`src/rtl/pwm_clkgen_pkg.sv`:
```
package pwm_clkgen_pkg;
  localparam int NTAPS  = 11;          // binary prescaler taps: div 1 .. div 1024
  localparam int FAC_W  = 8;           // linear divider factor width
  localparam int SEL_W  = 4;           // selection code width
  localparam int NSRC   = NTAPS + 2;   // taps plus two linear dividers
  localparam int CODE_A = NTAPS;       // code of divider A
  localparam int CODE_B = NTAPS + 1;   // code of divider B
endpackage

```
`src/rtl/pwm_clkgen_prescale.sv`:
```
module pwm_clkgen_prescale #(
  parameter int NTAPS = pwm_clkgen_pkg::NTAPS
) (
  input  logic             clk,
  input  logic             rst,
  output logic [NTAPS-1:0] tap_o
);
  localparam int CW = (NTAPS > 1) ? NTAPS - 1 : 1;

  logic [CW-1:0]    cnt;
  logic [NTAPS-1:0] hit;

  always_ff @(posedge clk) begin
    if (rst) cnt <= '0;
    else     cnt <= cnt + 1'b1;
  end

  // tap k fires when the low k counter bits are all ones
  assign hit[0] = 1'b1;
  for (genvar k = 1; k < NTAPS; k++) begin : g_hit
    assign hit[k] = &cnt[k-1:0];
  end

  always_ff @(posedge clk) begin
    if (rst) tap_o <= '0;
    else     tap_o <= hit;
  end

  // taps are nested, so a slower tap implies every faster one
  for (genvar k = 1; k < NTAPS; k++) begin : g_nest
    a_r2_nested: assert property (@(posedge clk) disable iff (rst)
      tap_o[k] |-> tap_o[k-1]);
  end
endmodule

```
`src/rtl/pwm_clkgen_lindiv.sv`:
```
module pwm_clkgen_lindiv #(
  parameter int NTAPS = pwm_clkgen_pkg::NTAPS,
  parameter int FAC_W = pwm_clkgen_pkg::FAC_W,
  parameter int SEL_W = pwm_clkgen_pkg::SEL_W
) (
  input  logic             clk,
  input  logic             rst,
  input  logic [NTAPS-1:0] tap_i,
  input  logic [SEL_W-1:0] tap_sel_i,
  input  logic [FAC_W-1:0] fac_i,
  output logic             tick_o
);
  logic [FAC_W-1:0] cnt;
  logic [FAC_W-1:0] fac_q;
  logic [SEL_W-1:0] sel_q;
  logic             changed;
  logic             src;

  assign changed = (fac_i != fac_q) || (tap_sel_i != sel_q);

  always_comb begin
    src = 1'b0;
    for (int k = 0; k < NTAPS; k++)
      if (sel_q == SEL_W'(k)) src = tap_i[k];
  end

  always_ff @(posedge clk) begin
    if (rst) begin
      cnt    <= '0;
      fac_q  <= '0;
      sel_q  <= '0;
      tick_o <= 1'b0;
    end else begin
      tick_o <= 1'b0;
      fac_q  <= fac_i;
      sel_q  <= tap_sel_i;
      if (changed) begin
        cnt <= '0;
      end else if (fac_q != '0 && src) begin
        if (cnt == fac_q - 1'b1) begin
          cnt    <= '0;
          tick_o <= 1'b1;
        end else begin
          cnt <= cnt + 1'b1;
        end
      end
    end
  end

  // every divider pulse follows a pulse of the counted tap
  a_r4_on_tap: assert property (@(posedge clk) disable iff (rst)
    tick_o |-> $past(src));
  // a zero factor keeps the divider silent
  a_r5_off: assert property (@(posedge clk) disable iff (rst)
    (fac_i == '0) |=> !tick_o);
  // a setting change restarts the count without a pulse
  a_r6_restart: assert property (@(posedge clk) disable iff (rst)
    changed |=> !tick_o);
  // an out-of-range tap select keeps the divider silent
  a_r8_bad_tap: assert property (@(posedge clk) disable iff (rst)
    (tap_sel_i >= SEL_W'(NTAPS)) |=> !tick_o);
endmodule

```
`src/rtl/pwm_clkgen_chsel.sv`:
```
module pwm_clkgen_chsel #(
  parameter int NSRC  = pwm_clkgen_pkg::NSRC,
  parameter int SEL_W = pwm_clkgen_pkg::SEL_W
) (
  input  logic             clk,
  input  logic             rst,
  input  logic [NSRC-1:0]  src_i,
  input  logic [SEL_W-1:0] code_i,
  output logic             tick_o
);
  logic pick;

  always_comb begin
    pick = 1'b0;
    for (int k = 0; k < NSRC; k++)
      if (code_i == SEL_W'(k)) pick = src_i[k];
  end

  always_ff @(posedge clk) begin
    if (rst) tick_o <= 1'b0;
    else     tick_o <= pick;
  end

  // codes beyond the last source give no tick
  a_r8_bad_code: assert property (@(posedge clk) disable iff (rst)
    (code_i >= SEL_W'(NSRC)) |=> !tick_o);
  // a tick needs some source strobe on the previous cycle
  a_r9_from_source: assert property (@(posedge clk) disable iff (rst)
    tick_o |-> $past(src_i != '0));
endmodule

```
`src/rtl/pwm_clkgen.sv`:
```
module pwm_clkgen #(
  parameter int NCH   = 4,
  parameter int NTAPS = pwm_clkgen_pkg::NTAPS,
  parameter int FAC_W = pwm_clkgen_pkg::FAC_W,
  parameter int SEL_W = pwm_clkgen_pkg::SEL_W
) (
  input  logic                 clk,
  input  logic                 rst,
  input  logic [FAC_W-1:0]     diva_fac_i,
  input  logic [SEL_W-1:0]     diva_tap_i,
  input  logic [FAC_W-1:0]     divb_fac_i,
  input  logic [SEL_W-1:0]     divb_tap_i,
  input  logic [NCH*SEL_W-1:0] ch_code_i,
  output logic [NCH-1:0]       ch_tick_o
);
  localparam int NSRC = NTAPS + 2;

  logic [NTAPS-1:0] taps;
  logic             div_a;
  logic             div_b;
  logic [NSRC-1:0]  srcs;

  pwm_clkgen_prescale #(.NTAPS(NTAPS)) u_pre (
    .clk(clk), .rst(rst), .tap_o(taps)
  );

  pwm_clkgen_lindiv #(.NTAPS(NTAPS), .FAC_W(FAC_W), .SEL_W(SEL_W)) u_div_a (
    .clk(clk), .rst(rst), .tap_i(taps), .tap_sel_i(diva_tap_i),
    .fac_i(diva_fac_i), .tick_o(div_a)
  );

  pwm_clkgen_lindiv #(.NTAPS(NTAPS), .FAC_W(FAC_W), .SEL_W(SEL_W)) u_div_b (
    .clk(clk), .rst(rst), .tap_i(taps), .tap_sel_i(divb_tap_i),
    .fac_i(divb_fac_i), .tick_o(div_b)
  );

  // source order fixes the codes: taps, then divider A, then divider B
  assign srcs = {div_b, div_a, taps};

  for (genvar c = 0; c < NCH; c++) begin : g_ch
    pwm_clkgen_chsel #(.NSRC(NSRC), .SEL_W(SEL_W)) u_sel (
      .clk(clk), .rst(rst), .src_i(srcs),
      .code_i(ch_code_i[c*SEL_W +: SEL_W]), .tick_o(ch_tick_o[c])
    );
  end

  // no tick on the first cycle after reset
  a_r1_reset_quiet: assert property (@(posedge clk)
    $past(rst) |-> (ch_tick_o == '0));
endmodule

```
`config.mk`:
```
export PLATFORM = sky130hd
export DESIGN_NAME = pwm_clkgen
export DESIGN_NICKNAME = d
export VERILOG_FILES = /design/src/rtl/pwm_clkgen_pkg.sv /design/src/rtl/pwm_clkgen_prescale.sv /design/src/rtl/pwm_clkgen_lindiv.sv /design/src/rtl/pwm_clkgen_chsel.sv /design/src/rtl/pwm_clkgen.sv
export SDC_FILE = /design/constraint.sdc
export NUM_CORES = 1
export LEC_CHECK = 0
export BUFFER_PORTS_ARGS = -buffer_cell sky130_fd_sc_hd__buf_4
export CAP_MARGIN = 5
export CORE_UTILIZATION = 36
export DETAILED_ROUTE_END_ITERATION = 8
export MAX_ROUTING_LAYER = met4
export PLACE_DENSITY = 0.55
export SKIP_LAST_GASP = 1
export SLEW_MARGIN = 30
export SYNTH_ARGS = -nofsm -noshare
export SYNTH_HDL_FRONTEND = slang
export SYNTH_SLANG_ARGS = --single-unit
export TNS_END_PERCENT = 100
```
`constraint.sdc`:
```
create_clock -name clk -period 4 [get_ports clk]
set_input_delay 0.8 -clock clk [delete_from_list [all_inputs] [get_ports clk]]
set_output_delay 0.8 -clock clk [all_outputs]
set_load 0.01 [all_outputs]
```
==> out/metrics.cfg <==
[worst_hold_path]
holdPathEnd=u_pre.cnt[0]
min_from=u_pre.cnt[0]
min_path_cells=1
hp-class=reg -> reg

[logic_synthesis]
yosysMostFrequentCell=dfxtp_1
synth_top_area_share_pct=36.0
ys_ff_latch=67
yosysWarnings=0
synth_area_um2=3730
ys_types=51
synth-edff-count=0
yosysTopAreaCell=dfxtp_1
synthesis.nets=418
synth_ff_type=dfxtp_1
ys_seq_area_share_pct=36.0
netlist_instances=368
avgSynthCellArea_um2=10.1
synth_top_cells_by_count=67 x dfxtp_1, 38 x nor2b_1, 31 x xor2_1, 28 x nor2_1, 27 x xnor2_1
postSynth.asyncResetShare_pct=0
yosys-top-cells-area=dfxtp_1 36%, mux4_2 9.7%, xor2_1 7.3%

[cts]
post-cts-setup-buffers=0
clk_latency_ps=330
tritoncts=built
cts-root-buf=clkbuf_8
cts_buffers=9
cts_hold_buf=0
clk_path_buf_depth=2
clkSinkCount=67
cts.reportedPaths.clkPinSlew_ps=70
h-tree-depth=3
post_cts_resized=0

[sta]
max_freq_ghz=0.444
hold_ws_ps=472
max_slew_margin_pct=51.3
post-route-min-period_ps=2250
slew_violations=0
tightest_slew_ps=725
rsz0062_at_grt=no
hold_violations=0
tns_ps=0
finalCritPeriodShare_pct=56.4
setup_viol=0
skew_ps=11.2

[worst_setup_path]
cp-start-kind=flop
rr_startpoint=u_div_b.fac_q[0]
critPathMaxFanout=8
r2r_end=u_div_b.cnt[7]
rrSetupSlack_ps=1750
crit_required_ps=4210
crit_type=reg -> reg
ff2ff_path_depth=8
crit_arrival_ps=2460
critPathCaptureType=flop

[power]
vdd_ir_drop_max_v=0.000154
cellLeakagePower_nw=1.67
power_density_nw_per_um2=326

[place]
dpl-instance-area_um2=4160
gp_congestion=0.797
dp_hpwl_um=6180
portBuffers=45

[floorplan]
core-area_um2=9910
die_area_um2=10800
die_x_um=104
io_pins=46
rows=36
die_y_um=104
start_util_pct=37.6

[route]
drtPass1Iterations=5
drc_errors=0
viasPerCell=5.08
wirelength_um=8210
vias=2778
ant_nets=0
post_drt_wl_per_cell_um=15.0
drt_iter0_markers=138

[layout]
area_delta_synth_final_pct=16.4
fillers=992
antennaDiodeCount=0
final_cell_area_um2=4340
finish.net_count=460
drive_gt1_share_pct=21.0

[flow_run]
drv_cap=0

[global_route]
use_met2_pct=23.1
grt_pass1_wl_um=14000
overflow=0
grt_use_met3_pct=2.77
grtUsageTotal_pct=16.8
grt_pass1_vias=2735
antenna_found_initial=0
top_usage_layer=met1
grt_max_degree=42
met1_usage_pct=24.6

[status]
status=completed

==> sequential cells by signal (all words and copies together) (netlist names) <==
signal and count:
u_div_a.fac_q 8, u_pre.tap_o 11, u_div_a.cnt 8, u_div_a.sel_q 4
u_pre.cnt 10, u_div_b.cnt 8, u_div_b.fac_q 8, u_div_b.sel_q 4
u_div_a.tick_o 1, u_div_b.tick_o 1, g_ch.u_sel.tick_o 4
==> layer usage <==
layer,vias to the layer above,share of wire (%)
met5,-,0
met4,0,1.2
met3,9,4.7
met2,61,41
met1,1317,53
li1,1391,-
==> cells by family (layout without fill, tap and decap cells) <==
kind of cell	Yosys count	in the layout	synth area share (%)
and+or+nand+nor	159	159	25.4
DFF	67	67	36.0
xor gates and xnor gates	58	58	13.6
AOI/OAI and AO/OA	31	31	7.15
muxes	23	23	12.5
buffers and inverters	22	68	2.69
adders and majority gates	8	8	2.69
==> where the power goes <==
part	leakage (nW)	internal, W	switching, W
clock network	0.0902	0.000284	0.000238
logic	1.04	0.0000966	0.0000794
registers	0.548	0.000685	0.0000294
==> cells in the final DEF, fill, tap and decap left out, types with 3 or more instances in the layout <==
master	n
dfxtp_1	67
buf_4	45
nor2b_1	38
xor2_1	31
nor2_1	28
xnor2_1	27
mux4_2	16
nand3_1	14
nor3_1	12
nand4_1	11
and3_1	9
clkbuf_8	9
inv_1	8
and2_1	8
ha_1	8
nor3b_1	7
nand2_1	6
a21oi_1	6
o21ai_0	5
nor4_1	5
or3_1	4
mux2i_1	4
a211o_1	3
and3b_1	3
a31oi_1	3
o211ai_1	3
clkbuf_1	3
==> stage by stage <==
step                      power (W)  instances  setup slack (ps)  utilization, %
final                       0.00141        547              1750            43.8
after floorplan            0.000836        368              1850               -
after CTS                   0.00143        547              1730            43.8
after detailed placement   0.000906        532              1750            42.0
after global routing        0.00149        547              1550            43.8
after global placement     0.000903        532              1840            42.0
==> final cells by class <==
class                           instances  area, um^2  area share (%)
Clock inverter                          3        40.0           0.924
Tap cell                              133         166            3.84
Timing Repair Buffer                   45         338            7.79
Inverter                                8        30.0           0.693
Multi-Input combinational cell        279        2280            52.7
Sequential cell                        67        1340            30.9
Clock buffer                           12         135            3.12
==> worst max path at each step <==
stage	start	end	depth (start not counted)
finish	u_div_b.fac_q[0]	u_div_b.cnt[7]	8
global route	u_div_b.fac_q[0]	u_div_b.cnt[0]	8
CTS	u_div_b.fac_q[0]	u_div_b.cnt[7]	8
detailed placement	u_div_b.fac_q[0]	u_div_b.cnt[4]	8
global placement	ch_code_i[12]	g_ch[3].u_sel.tick_o	4
floorplan	u_div_b.fac_q[0]	u_div_b.cnt[0]	10
==> worst max-delay path: stages (launching register included) <==
cell and delay [ps]:
dfxtp_1 480, inv_1 80, ha_1 290, nor2b_1 160
or3_1 350, a31oi_1 170, o211ai_1 160, o21bai_2 340
nor2_1 100
No activity file was read; power rests on OpenSTA's default activity.
